### config.mk
export PLATFORM = sky130hd
export DESIGN_NAME = bus_size_seq
export DESIGN_NICKNAME = d
export VERILOG_FILES = /design/src/rtl/bsz_pkg.sv /design/src/rtl/bsz_piece_plan.sv /design/src/rtl/bsz_lane_steer.sv /design/src/rtl/bus_size_seq.sv
export SDC_FILE = /design/constraint.sdc
export NUM_CORES = 1
export LEC_CHECK = 0
export CAP_MARGIN = 20
export CORE_MARGIN = 2
export CORE_UTILIZATION = 60
export CTS_CLUSTER_SIZE = 40
export DETAILED_ROUTE_END_ITERATION = 16
export DONT_BUFFER_PORTS = 1
export GPL_TIMING_DRIVEN = 0
export PLACE_DENSITY = 0.75
export SETUP_SLACK_MARGIN = 0.3
export SYNTH_ARGS = -nofsm -noshare
export SYNTH_HDL_FRONTEND = slang
export SYNTH_HIERARCHICAL = 1
export SYNTH_SLANG_ARGS = --single-unit
### constraint.sdc
create_clock -name clk -period 3 [get_ports clk]
set_input_delay 0.3 -clock clk [delete_from_list [all_inputs] [get_ports clk]]
set_output_delay 0.3 -clock clk [all_outputs]
set_load 0.01 [all_outputs]
### src/rtl/bsz_pkg.sv
package bsz_pkg;

  typedef enum logic [1:0] {
    SQ_IDLE = 2'd0,
    SQ_ADDR = 2'd1,
    SQ_DATA = 2'd2
  } sq_state_t;

  // lanes touched by an operand, over two adjacent dwords
  function automatic logic [7:0] span_mask(input logic [1:0] off, input logic [1:0] sz);
    logic [7:0] base;
    case (sz)
      2'd0:    base = 8'b0000_0001;
      2'd1:    base = 8'b0000_0011;
      default: base = 8'b0000_1111;
    endcase
    return base << off;
  endfunction

  // one unbroken, non-empty run of lanes
  function automatic logic run_ok(input logic [3:0] m);
    return m inside {4'b0001, 4'b0010, 4'b0100, 4'b1000,
                     4'b0011, 4'b0110, 4'b1100,
                     4'b0111, 4'b1110, 4'b1111};
  endfunction

endpackage

### src/rtl/bsz_piece_plan.sv
module bsz_piece_plan
  import bsz_pkg::*;
#(
  parameter int LANES = 4
) (
  input  logic [1:0]       off,
  input  logic [1:0]       size,
  output logic             two_pc,
  output logic [LANES-1:0] m_first,
  output logic [LANES-1:0] m_second
);
  logic [2*LANES-1:0] span;

  always_comb begin
    span     = span_mask(off, size);
    two_pc   = |span[2*LANES-1:LANES];
    // the higher dword runs first when the operand crosses a boundary
    m_first  = two_pc ? span[2*LANES-1:LANES] : span[LANES-1:0];
    m_second = span[LANES-1:0];
  end

endmodule

### src/rtl/bsz_lane_steer.sv
module bsz_lane_steer #(
  parameter int LANES = 4,
  parameter int BW    = 8
) (
  input  logic [LANES-1:0]    cyc_m,
  input  logic                p16,
  input  logic [LANES*BW-1:0] src_w,
  input  logic [LANES*BW-1:0] bus_rd,
  input  logic [LANES*BW-1:0] old_slot,
  output logic [LANES*BW-1:0] bus_wd,
  output logic [LANES*BW-1:0] new_slot
);
  localparam int HALF = LANES / 2;

  logic has_lo;
  assign has_lo = |cyc_m[HALF-1:0];

  for (genvar i = 0; i < LANES; i++) begin : g_lane
    if (i < HALF) begin : g_low
      // low lanes carry the upper bytes whenever only the upper half is enabled
      assign bus_wd[i*BW +: BW]   = has_lo ? src_w[i*BW +: BW] : src_w[(i+HALF)*BW +: BW];
      assign new_slot[i*BW +: BW] = cyc_m[i] ? bus_rd[i*BW +: BW] : old_slot[i*BW +: BW];
    end else begin : g_high
      logic take;
      logic [BW-1:0] val;
      assign take = cyc_m[i] && !(p16 && has_lo);
      assign val  = p16 ? bus_rd[(i-HALF)*BW +: BW] : bus_rd[i*BW +: BW];
      assign bus_wd[i*BW +: BW]   = src_w[i*BW +: BW];
      assign new_slot[i*BW +: BW] = take ? val : old_slot[i*BW +: BW];
    end
  end

endmodule

### src/rtl/bus_size_seq.sv
module bus_size_seq
  import bsz_pkg::*;
#(
  parameter int AW = 32
) (
  input  logic          clk,
  input  logic          rst_n,
  input  logic          req_valid,
  output logic          req_ready,
  input  logic [AW-1:0] req_addr,
  input  logic [1:0]    req_size,
  input  logic          req_write,
  input  logic [31:0]   req_wdata,
  output logic          done,
  output logic [31:0]   rdata,
  output logic          bus_start,
  output logic [AW-3:0] bus_addr,
  output logic [3:0]    bus_be_n,
  output logic          bus_wr,
  output logic [31:0]   bus_wdata,
  input  logic [31:0]   bus_rdata,
  input  logic          bus_rdy_n,
  input  logic          bus_p16_n
);
  localparam int LANES = 4;
  localparam int BW    = 8;
  localparam int DBW   = LANES * BW;
  localparam int DWA   = AW - 2;
  localparam int HALF  = LANES / 2;

  sq_state_t        state_q;
  logic [1:0]       off_q;
  logic             wr_q;
  logic [2*DBW-1:0] wbuf_q;
  logic [2*DBW-1:0] rbuf_q;
  logic [DWA-1:0]   base_q;
  logic             two_q;
  logic             on_hi_q;
  logic [LANES-1:0] m2_q;
  logic [LANES-1:0] cyc_m_q;
  logic             done_q;

  logic             pl_two;
  logic [LANES-1:0] pl_first;
  logic [LANES-1:0] pl_second;
  logic [DBW-1:0]   src_w;
  logic [DBW-1:0]   old_slot;
  logic [DBW-1:0]   steer_wd;
  logic [DBW-1:0]   new_slot;
  logic             active;
  logic             fin;
  logic             p16;
  logic             split_now;
  logic [2*DBW-1:0] rsh;

  bsz_piece_plan #(.LANES(LANES)) u_plan (
    .off      (req_addr[1:0]),
    .size     (req_size),
    .two_pc   (pl_two),
    .m_first  (pl_first),
    .m_second (pl_second)
  );

  assign src_w    = on_hi_q ? wbuf_q[2*DBW-1:DBW] : wbuf_q[DBW-1:0];
  assign old_slot = on_hi_q ? rbuf_q[2*DBW-1:DBW] : rbuf_q[DBW-1:0];
  assign p16      = !bus_p16_n;

  bsz_lane_steer #(.LANES(LANES), .BW(BW)) u_steer (
    .cyc_m    (cyc_m_q),
    .p16      (p16),
    .src_w    (src_w),
    .bus_rd   (bus_rdata),
    .old_slot (old_slot),
    .bus_wd   (steer_wd),
    .new_slot (new_slot)
  );

  assign active    = (state_q != SQ_IDLE);
  assign fin       = (state_q == SQ_DATA) && !bus_rdy_n;
  assign split_now = fin && p16 && (|cyc_m_q[HALF-1:0]) && (|cyc_m_q[LANES-1:HALF]);

  always_ff @(posedge clk or negedge rst_n) begin
    if (!rst_n) begin
      state_q <= SQ_IDLE;
      off_q   <= '0;
      wr_q    <= 1'b0;
      wbuf_q  <= '0;
      rbuf_q  <= '0;
      base_q  <= '0;
      two_q   <= 1'b0;
      on_hi_q <= 1'b0;
      m2_q    <= '0;
      cyc_m_q <= '0;
      done_q  <= 1'b0;
    end else begin
      done_q <= 1'b0;
      case (state_q)
        SQ_IDLE: begin
          if (req_valid) begin
            off_q   <= req_addr[1:0];
            wr_q    <= req_write;
            wbuf_q  <= {{DBW{1'b0}}, req_wdata} << {req_addr[1:0], 3'b000};
            rbuf_q  <= '0;
            base_q  <= req_addr[AW-1:2];
            two_q   <= pl_two;
            on_hi_q <= pl_two;
            m2_q    <= pl_second;
            cyc_m_q <= pl_first;
            state_q <= SQ_ADDR;
          end
        end
        SQ_ADDR: state_q <= SQ_DATA;
        SQ_DATA: begin
          if (fin) begin
            if (!wr_q) begin
              if (on_hi_q) rbuf_q[2*DBW-1:DBW] <= new_slot;
              else         rbuf_q[DBW-1:0]     <= new_slot;
            end
            if (split_now) begin
              cyc_m_q <= cyc_m_q & {{HALF{1'b1}}, {HALF{1'b0}}};
              state_q <= SQ_ADDR;
            end else if (two_q && on_hi_q) begin
              on_hi_q <= 1'b0;
              cyc_m_q <= m2_q;
              state_q <= SQ_ADDR;
            end else begin
              state_q <= SQ_IDLE;
              done_q  <= 1'b1;
            end
          end
        end
        default: state_q <= SQ_IDLE;
      endcase
    end
  end

  assign rsh       = rbuf_q >> {off_q, 3'b000};
  assign rdata     = rsh[DBW-1:0];
  assign done      = done_q;
  assign req_ready = (state_q == SQ_IDLE);
  assign bus_start = (state_q == SQ_ADDR);
  assign bus_addr  = base_q + {{(DWA-1){1'b0}}, on_hi_q};
  assign bus_be_n  = active ? ~cyc_m_q : {LANES{1'b1}};
  assign bus_wr    = active && wr_q;
  assign bus_wdata = (active && wr_q) ? steer_wd : '0;

  // lanes of every cycle form one run
  a_r2_contig_run: assert property (@(posedge clk) disable iff (!rst_n)
    (bus_start || state_q == SQ_DATA) |-> run_ok(~bus_be_n));

  // opening state lasts one clock and is followed by a data state
  a_r3_two_states: assert property (@(posedge clk) disable iff (!rst_n)
    bus_start |=> (!bus_start && bus_be_n != 4'hF));

  // a wait state holds address and enables
  a_r3_wait_hold: assert property (@(posedge clk) disable iff (!rst_n)
    (state_q == SQ_DATA && bus_rdy_n) |=> ($stable(bus_addr) && $stable(bus_be_n) && !bus_start));

  // narrow split re-runs the upper half at the same address
  a_r7_upper_rerun: assert property (@(posedge clk) disable iff (!rst_n)
    split_now |=> (bus_start && bus_be_n[1:0] == 2'b11 && $stable(bus_addr)));

  // a low-only cycle is never repeated at the same address
  a_r5_low_only_once: assert property (@(posedge clk) disable iff (!rst_n)
    (fin && bus_be_n[3:2] == 2'b11) |=> (!bus_start || bus_addr != $past(bus_addr)));

  // upper-only writes mirror onto the low lanes
  a_r8_mirror: assert property (@(posedge clk) disable iff (!rst_n)
    (bus_wr && bus_be_n[1:0] == 2'b11) |-> (bus_wdata[15:0] == bus_wdata[31:16]));

  // completion coincides with readiness for the next request
  a_r1_done_ready: assert property (@(posedge clk) disable iff (!rst_n)
    done |-> (req_ready && bus_be_n == 4'hF));

endmodule

==> results.md <==
- Status: complete, but fails checks
- Violated checks: hold timing
- Syn_nets: about 1.2k
- Internal Power: 0.007017 W
- Rel. slew slack: 0.5621
- Worst Path Max Fanout: 5
- Max Freq: 373.4 MHz
- Core Area: 17,120 µm²
- Die extent in x: about 140 µm
- Cells after Synth: 1,084
- Switching Share: 0.4189
- Via count: about 8.8k
- Commonest cells after routing, fill and taps aside: nand2_1 (303), dfrtp_1 (166), mux2_2 (98)
- Hold Buf Count CTS: 44
- Smallest hold slack: -0.4390 ns
- Placed inst area: 10,700 µm²
- Final Cycle Share: 0.8927
- Final hold viol count: 166
- Starting Density: 0.6086
- Post-synth ARST share: 1.000
- CTS sink count: 166
- Clock power share: 0.200
- Reg power frac: 0.329
- Post-synth EDFFs: 0
- Design area: 11,870 µm²
- Total grt overflow: 0
- Clk root buf: clkbuf_16
- FF+latch area: 4154 µm²
- Worst hold-check path type: in2async
- Net count, final: 1,254
- Row count: 48
- Fin Clk Skew: 0.007310 ns
- Vias in the first global route: 8,759
- CTS tree: done
- Pin count of the biggest net entering global routing: 167
- Number of fill cells: 1,340
- CP max-delay cell: dfrtp_1
- Data arrival, critical path: 2.38 ns
- RSZ-0062 raised after global routing: yes
- Crit path time final: 2.678 ns
- Clock transition at the registers of the reported paths: 0.06 ns
- Pins Over Slew Limit: 0
- Reg2reg setup slack: 0.90 ns
- Most common cell after layout, fill and taps aside: nand2_1
- CP Launch Type: register
- Mapped cell area: 10,420 µm²
- Total CTS buffers: 17
- Worst-case clock buffer depth: 2
- Sw Pwr: 0.005058 W
- H-tree depth: 4
- DRC errors left: 0
- Detailed Route WL: around 31 mm
- Half-perimeter wire length after placement: 21.68 mm
- Final ANT Viol Nets: 0
- GPL Wtd Cong: 0.9201
- Non-filler cells, final: 1,385
- RR Endpoint: rbuf_q[47]
- First-pass GRT wire length: 47.80 mm
- Pre-antenna DRT Iters: 7
- Worst path top cell family by delay: simple AND/OR/NAND/NOR gates
- Peak VDD IR: 615.4 µV
- Crit Path Class: reg2out
- CP Depth: 5
- Register area share after synthesis: 0.3988
- Top Ports: 206
- Pwr Density: 1017 nW/µm²
- Worst r2r src: on_hi_q
- Crit path buf inv count: 0
- Library cells used by synthesis: 60
- Dpl cells: 1,309
- # setup viols final: 0
- CP cell instances: ha_1, nand4_1, nor3_2, nand3_1, xnor2_1
- N_diodes: 0
- Maxcap violations: 0
- Layout cells sized above 1: 0.2388
- Worst r2r path cells: 6
- IO Port Bufs: 0
- Top_reg_cell synth: dfrtp_1
- Slowest cell delay on critical path: 0.48 ns
- Initial antenna violation count: 0
- GRT Resource Usage Total: 0.3447
- Synthesis-to-finish area growth: 13.92%
- Ys Warns: 6
- Via/cell ratio: 6.327
- Worst slew pin tran: 0.6569 ns
- Register bit total from synthesis: 166
- Drt wl/cell: ~23 µm
- Initial DRC count: 753
- Setup TNS: 0 ns
- Worst-Skew Late Latency: 0.43 ns
- Multi-input gate area: between 5000 and 6000 µm²
- Logic pwr share: 0.471
- Die H: roughly 140 µm
- Critical Path RT: 2.70 ns
- Pleak: 5.400 nW
- Avg Inst Size Synth: 9.610 µm²
- CP Capture Type: output port
- Die area: 18,430 µm²
==> power by group through the flow <==
stage,Sequential [W],Combinational [W],Clock (W)
finish,0.00398,0.00568,0.00241
global route,0.00408,0.00608,0.00252
CTS,0.00392,0.00556,0.00243
detailed placement,0.00395,0.00548,0
global placement,0.00390,0.00538,0
floorplan,0.00368,0.00428,0
==> flip-flops by register name (all words and copies together) (netlist names), 2 cells and up <==
| name | count |
|---|---|
| rbuf_q | 64 |
| wbuf_q | 56 |
| base_q | 30 |
| cyc_m_q | 4 |
| m2_q | 4 |
| off_q | 2 |
| state_q | 2 |
==> logic make-up after synthesis <==
kind of cell             after synthesis  synth area share
XOR/XNOR                              29           0.02438
AO/OA/AOI/OAI                        157           0.09633
buffers and inverters                108           0.05921
AND/OR/NAND/NOR                      450            0.1933
flip-flops                           166            0.3988
multiplexers                         172            0.2257
adder cells (fa/ha/maj)                2          0.002402
==> per-layer routing <==
layer | vias to the layer above | part of all wire | GRT usage
li1 | 3884 | - | -
met1 | 4293 | 0.37 | 0.4112
met2 | 489 | 0.48 | 0.5696
met3 | 97 | 0.10 | 0.09839
met4 | 0 | 0.047 | 0.1788
met5 | - | 0 | 0
==> stage by stage <==
stage	power, W	setup WS (ns)	hold WS (ns)	util
after floorplan	0.007958	1.010	0.004409	-
after global placement	0.009281	0.4522	0.01078	0.6251
after detailed placement	0.009428	0.4215	0.01011	0.6251
after CTS	0.01191	0.2143	-0.4503	0.6890
after global routing	0.01269	0.2039	-0.4548	0.6933
final	0.01207	0.3220	-0.4390	0.6933
==> repair_timing <==
item / CTS / global route
hold endpoints to repair: 211 / 166
endpoints found under the setup margin: 33 / 32
buffers inserted: 0 / 1
pin swaps: 0 / 1
resized for setup: 4 / 17
gates cloned: 0 / 0
==> worst max-delay path by stage <==
stage                  from      endpoint
finish              on_hi_q  bus_addr[19]
global route        on_hi_q  bus_addr[19]
CTS                 on_hi_q  bus_wdata[7]
detailed placement  on_hi_q  bus_wdata[7]
global placement    on_hi_q  bus_wdata[7]
floorplan           on_hi_q  bus_wdata[0]
==> cell usage after synthesis (6+ instances only) <==
library cell  instances  area share
xnor2_1              21       0.018
mux2_2               98        0.11
o31ai_1              14       0.010
o21ai_1               6      0.0029
buf_6                 9      0.0097
nand2_1             303        0.11
mux4_2               40       0.086
nand4_1              10      0.0060
inv_1                 6      0.0022
mux2i_1              32       0.031
buf_4                22       0.016
o21ai_0              67       0.032
buf_2                48       0.023
nor2b_1              13      0.0078
dfrtp_1             166        0.40
a21oi_1              18      0.0086
and2_1               32       0.019
clkbuf_1             20      0.0072
a31oi_1              24       0.014
nand3_1              28       0.013
nor2_1               38       0.014
a221oi_1              8      0.0067
xor2_1                8      0.0067
==> layout make-up <==
class                           count  share of cell area
Inverter                            7            0.002214
Timing Repair Buffer               45             0.03774
Multi-Input combinational cell    810              0.4814
Clock buffer                       18             0.03701
Clock inverter                     13             0.01708
Buffer                            101             0.05082
Sequential cell                   166              0.3500
Tap cell                          225             0.02372
No activity file was read; power rests on OpenSTA's default activity.
